$ cat src/rtl/pdac_ctrl.sv
module pdac_ctrl #(
  parameter int W = 8
) (
  input  logic         clk,
  input  logic         rst_n,
  input  logic         sel_n,
  input  logic         wstb_n,
  input  logic         load_n,
  input  logic         zero_n,
  input  logic         sleep_n,
  input  logic [W-1:0] din,
  output logic [W-1:0] code,
  output logic         out_en,
  output logic         update_strobe
);

  localparam int NS = 5;

  logic [NS-1:0] m1, m2, m3;
  logic [W-1:0]  d1, d2, d3;
  logic [W-1:0]  in_reg, dac_reg;
  logic          por, stb, en;

  always_ff @(posedge clk) begin
    if (!rst_n) begin
      m1 <= '1;
      m2 <= '1;
      m3 <= '1;
      d1 <= '0;
      d2 <= '0;
      d3 <= '0;
    end else begin
      m1 <= {sleep_n, zero_n, load_n, wstb_n, sel_n};
      m2 <= m1;
      m3 <= m2;
      d1 <= din;
      d2 <= d1;
      d3 <= d2;
    end
  end

  logic sel_now, sel_was, wend, ld_s, ld_fall, clr_s, clr_fall, pd_s;

  assign sel_now  = ~m2[0] & ~m2[1];
  assign sel_was  = ~m3[0] & ~m3[1];
  assign wend     = sel_was & ~sel_now;
  assign ld_s     = m2[2];
  assign ld_fall  = m3[2] & ~m2[2];
  assign clr_s    = m2[3];
  assign clr_fall = m3[3] & ~m2[3];
  assign pd_s     = m2[4];

  always_ff @(posedge clk) begin
    if (!rst_n) begin
      in_reg  <= '0;
      dac_reg <= '0;
      por     <= 1'b1;
      stb     <= 1'b0;
      en      <= 1'b1;
    end else begin
      en  <= pd_s;
      stb <= 1'b0;
      if (wend) begin
        in_reg <= d3;
        por    <= 1'b0;
      end
      if (!clr_s) begin
        dac_reg <= '0;
        stb     <= clr_fall;
      end else if (wend && (por || !ld_s)) begin
        dac_reg <= d3;
        stb     <= 1'b1;
      end else if (ld_fall) begin
        dac_reg <= in_reg;
        stb     <= 1'b1;
      end
    end
  end

  assign code          = dac_reg;
  assign out_en        = en;
  assign update_strobe = stb;

endmodule

$ cat config.mk
export PLATFORM = sky130hd
export DESIGN_NAME = pdac_ctrl
export DESIGN_NICKNAME = d
export VERILOG_FILES = /design/src/rtl/pdac_ctrl.sv
export SDC_FILE = /design/constraint.sdc
export NUM_CORES = 1
export LEC_CHECK = 0
export BUFFER_PORTS_ARGS = -buffer_cell sky130_fd_sc_hd__buf_2
export CAP_MARGIN = 15
export CORE_AREA = 4 4 70 72
export CTS_BUF_LIST = sky130_fd_sc_hd__clkbuf_8
export DETAILED_ROUTE_END_ITERATION = 6
export DIE_AREA = 0 0 74 76
export RECOVER_POWER = 25
export REMOVE_ABC_BUFFERS = 1
export SYNTH_ARGS = -nofsm -noshare
export SYNTH_HDL_FRONTEND = slang
export SYNTH_SLANG_ARGS = --single-unit
$ cat constraint.sdc
create_clock -name clk -period 3.25 [get_ports clk]
set_clock_uncertainty 0.1 [all_clocks]
set_input_delay 0.1625 -clock clk [delete_from_list [all_inputs] [get_ports clk]]
set_output_delay 0.1625 -clock clk [all_outputs]
set_load 0.02 [all_outputs]
After elaboration in Yosys (flattened, before gate mapping)
Index checks and enable logic that the tools add are counted.
Widths: inputs -> output; s select.
{ "classes": {"n_reduce_logical": 5, "mux": 5, "bitwise_logic": 12} }
{ "op_table": {"columns": ["cell", "count"], "rows": [
  ["$mux 8", 2],
  ["$not 1->1", 7],
  ["$and 1x1->1", 5],
  ["$mux 1", 3],
  ["$reduce_and 2->1", 1],
  ["$reduce_bool 2->1", 1],
  ["$logic_and 1x1->1", 1],
  ["$logic_not 1->1", 1],
  ["$logic_or 1x1->1", 1]
]} }
{ "word_totals": {"elab_cells": 33, "ff_bits": 57, "input_bits": 15, "output_inout_bits": 10} }

Logic depth before layout (Yosys ltp)
{ "logic_depth": {"depth_word": 7, "mapped_depth": 5, "depth_no_buf": 3} }

Worst setup path after synthesis
OpenSTA, ideal clock, no wires.
{ "synth_timing": {"kind": "register to register", "startpoint": "register m3[0]", "endpoint": "register dac_reg[6] (netlist: code[6])", "arrival_time_ns": 1.297, "stages_incl_launch_ff": 6, "slack_ns": 1.762, "n_path_buf": 2, "required_time_ns": 3.059, "synth_period_minus_slack_ns": 1.488, "setup_time_ns": 0.091, "path_cell_list": "dfxtp_1 or2_1 buf_6 or3_4 buf_6 a311oi_1"} }
{ "synth_between": {"elab_chain_cells": 5, "word_cells_on_any_way": 6, "cone_classes": "1 x mux; 3 x bitwise; 2 x reduce/logical"} }
{ "synth_lines": {"columns": ["element", "line_no", "text"], "rows": [
  ["from (decl)", "19", "logic [NS-1:0] m1, m2, m3;"],
  ["from (signal assigned)", "35", "m3 <= m2;"],
  ["$not 1->1 *", "45", "assign sel_was = ~m3[0] & ~m3[1];"],
  ["$and 1x1->1 *", "45", null],
  ["$and 1x1->1 *", "46", "assign wend = sel_was & ~sel_now;"],
  ["$logic_and 1x1->1 *", "70", "end else if (wend && (por || !ld_s)) begin"],
  ["$mux 8 or $reduce_bool 2->1 (tied branches)", null, null],
  ["to (signal assigned)", "74", "dac_reg <= in_reg;"],
  ["to (decl)", "21", "logic [W-1:0] in_reg, dac_reg;"]
]} }
Mark *: on every way between the ends. The rest lies on a longest branch, timed or not.
A chain may end at the register's enable or synchronous reset.

Worst setup path in the final report
{ "layout_timing": {"startpoint": "input rst_n", "endpoint": "register dac_reg[6] (netlist: code[6])"} }
{ "layout_between": {"elab_chain_cells": 1} }
{ "layout_lines": {"columns": ["element", "line_no", "text"], "rows": [
  ["from (decl)", "5", "input logic rst_n,"],
  ["$reduce_and 2->1 (no line)", null, null]
]} }
No other way between the ends.

==> run metrics <==
outcome completed; Internal 0.00110 W; GRT overflow 0; Yosys warnings 0; reg2reg setup slack 1.50 ns; largest net degree at the start of global routing 44; Clock Path Buffers 2; # hold bufs at CTS 13; CTS tree yes; diode count 0; Fmax 538 MHz; CP Max Fanout 43; final worst slack 1.39 ns; Yosys top cell by area dfxtp_1; Die Height between 70 and 80 um; clock sink total 57; Worst-path clk slew 0.07 ns; Core Area 4290 um2; post-layout net count 228; Max rail drop VDD 349 uV; DRT Wirelength 3010 um; slew margin rel. 6.57%; Min Clock Period, post-route 1.86 ns; vias in the first global route 1176; slowest CP cell clkbuf_1; total CTS buffers 9; flops & latches, synth 57; Final Hold Fails 0; CP Depth 3; switching part of the total 20.3%; CP Launch Type input pin; FP Rows 24; crit path buf inv count 1; clock power share a little over two fifths; I/O pins 25; TritonRoute pass-1 iters 4; GPL Wtd Cong 0.734; Post-DRT Antenna Nets 0; Synth area leaders dfxtp_1 (62%), and2_1 (8.1%), nand2b_1 (5.4%); first-pass GRT wire length 5180 um; register area share after synthesis 61.8%; crit-path cells clkbuf_1, nand2_1, a311oi_1; Worst Reg-to-Reg Cells 3; die area 5620 um2; wire length on met3 173 um; post_cts resized 0; DRT iter0 DRCs 86; Hold Startpoint m1[3]$_SDFF_PN1_; share of cells above drive strength 1 20.6%; synthesized instance count roughly 180; CP delay by family, top buffers and inverters; Met2 Wirelength 1390 um; wire per inst 11.2 um; Power Dens Cells 602 nW/um2; Worst-Margin Slew 1.40 ns; Overall Global Routing Usage about an eighth; DP Wirelength around 2000 um; CP Capture Type register; Root Buffer clkbuf_8; Critical Path AT 1.99 ns; HP Class reg -> reg; Post-Syn Area 1850 um2; worst r2r dst code[5]$_SDFFE_PN0P_; Required @ worst endpoint 3.38 ns; routed vias 1295; share of the synthesized area in the top cell type 61.8%; Layout area overhead 24.4%; via/cell ratio 4.80; initial antenna violation count 0; Clock Latency Late Sink between 0.3 and 0.4 ns; final-report setup violation count 0; CP peak stage delay 1.00 ns; worst hold path depth 1; final max-slew violation count 0; syn_area_per_cell 10.4 um2; RR Startpoint m3[0]$_SDFF_PN1_; post-synth cell types 19; Starting Density 43.0%; RSZ-0062 raised after global routing false; Place WS between 1.5 and 2 ns; final period utilization 57.2%; die width 74 um; post-CTS setup buffers 0; Comb pwr share 3.6%; Seq pwr share 52.4%; Routed met1 length 1380 um; Buffers on Ports 24; Lkg Pwr 0.896 nW; max layer used met4; TNS Setup 0 ns; WS Path Type in -> reg; net switching power 0.000281 W; Max-cap violations 0; # DRC 0; H-tree depth 3; Hold Path End m2[3]$_SDFF_PN1_
==> power by group through the flow <==
stage	Clock, W	Combinational [W]	Sequential [W]
after floorplan	0	0.0000195	0.000740
after global placement	0	0.0000376	0.000739
after detailed placement	0	0.0000391	0.000740
after CTS	0.000626	0.0000511	0.000725
after global routing	0.000655	0.0000567	0.000726
final	0.000609	0.0000504	0.000725
==> worst max path at each step <==
stage                     startpoint                    to  slack, ns
floorplan           m2[1]$_SDFF_PN1_  code[0]$_SDFFE_PN0P_       1.67
global placement    m3[0]$_SDFF_PN1_  code[1]$_SDFFE_PN0P_       1.62
detailed placement  m3[0]$_SDFF_PN1_  code[5]$_SDFFE_PN0P_       1.51
CTS                 m3[0]$_SDFF_PN1_  code[5]$_SDFFE_PN0P_       1.50
global route                   rst_n  code[6]$_SDFFE_PN0P_       1.11
finish                         rst_n  code[6]$_SDFFE_PN0P_       1.39
==> logic make-up after synthesis <==
group	after synthesis	share of synthesized area, %
AOI/OAI and AO/OA	27	9.01
buffers and inverters	14	3.66
DFF	57	61.8
and+or+nand+nor	79	25.5
==> layer usage <==
layer,GRT usage (%),vias up
met1,15.3,591
met4,7.61,0
met3,3.96,9
met5,0,-
li1,-,665
met2,17.1,30
==> metrics by stage <==
stage          cells  utilization, %  hold slack [ns]  instance area, um2  total power (W)
5_1_grt          270            53.5            0.321                2300          0.00144
3_5_place_dp     241            46.0            0.245                1980         0.000779
2_1_floorplan    164               -            0.124                1780         0.000759
4_1_cts          270            53.5            0.196                2300          0.00140
6_report         270            53.5            0.305                2300          0.00138
3_3_place_gp     241            46.0            0.242                1980         0.000777
==> cell type report <==
| class | instances | area, um2 |
|---|---|---|
| clock buffers | 13 | 179 |
| repair buffers | 38 | 256 |
| inverters | 1 | 3.75 |
| clock inverters | 3 | 13.8 |
| flip-flops and latches | 57 | 1140 |
| multi-input cells | 106 | 638 |
| fillers | 399 | 2000 |
| well taps | 52 | 65.1 |
==> layout by cell type, fill, tap and decap left out, types with 2 or more instances in the layout <==
master,netlist,layout
or3b_1,3,3
inv_1,1,2
nand2b_1,16,16
buf_2,0,23
nor4_1,8,8
and2_1,24,23
dfxtp_1,57,57
clkbuf_8,0,13
dlygate4sd3_1,0,13
o21ai_0,10,10
a21oi_1,8,8
nor2b_1,2,2
or3b_2,5,5
a311oi_1,8,8
nand2_1,18,18
clkinv_2,0,2
==> worst reg2reg max path: stages, from the launching register on <==
cell and delay [ns]:
dfxtp_1 0.29, or2_1 0.47, or3_4 0.54, a311oi_1 0.26
==> cells in the mapped netlist <==
cell	count
inv_1	1
nor4_1	8
nor2_1	1
buf_1	2
or3b_2	5
or2_1	1
a31oi_1	1
buf_6	2
or3b_1	3
nand2b_1	16
or3_4	1
a311oi_1	8
nor2b_1	2
and2_1	24
a21oi_1	8
dfxtp_1	57
nand2_1	18
o21ai_0	10
clkbuf_1	9
No activity file was read; power rests on OpenSTA's default activity.
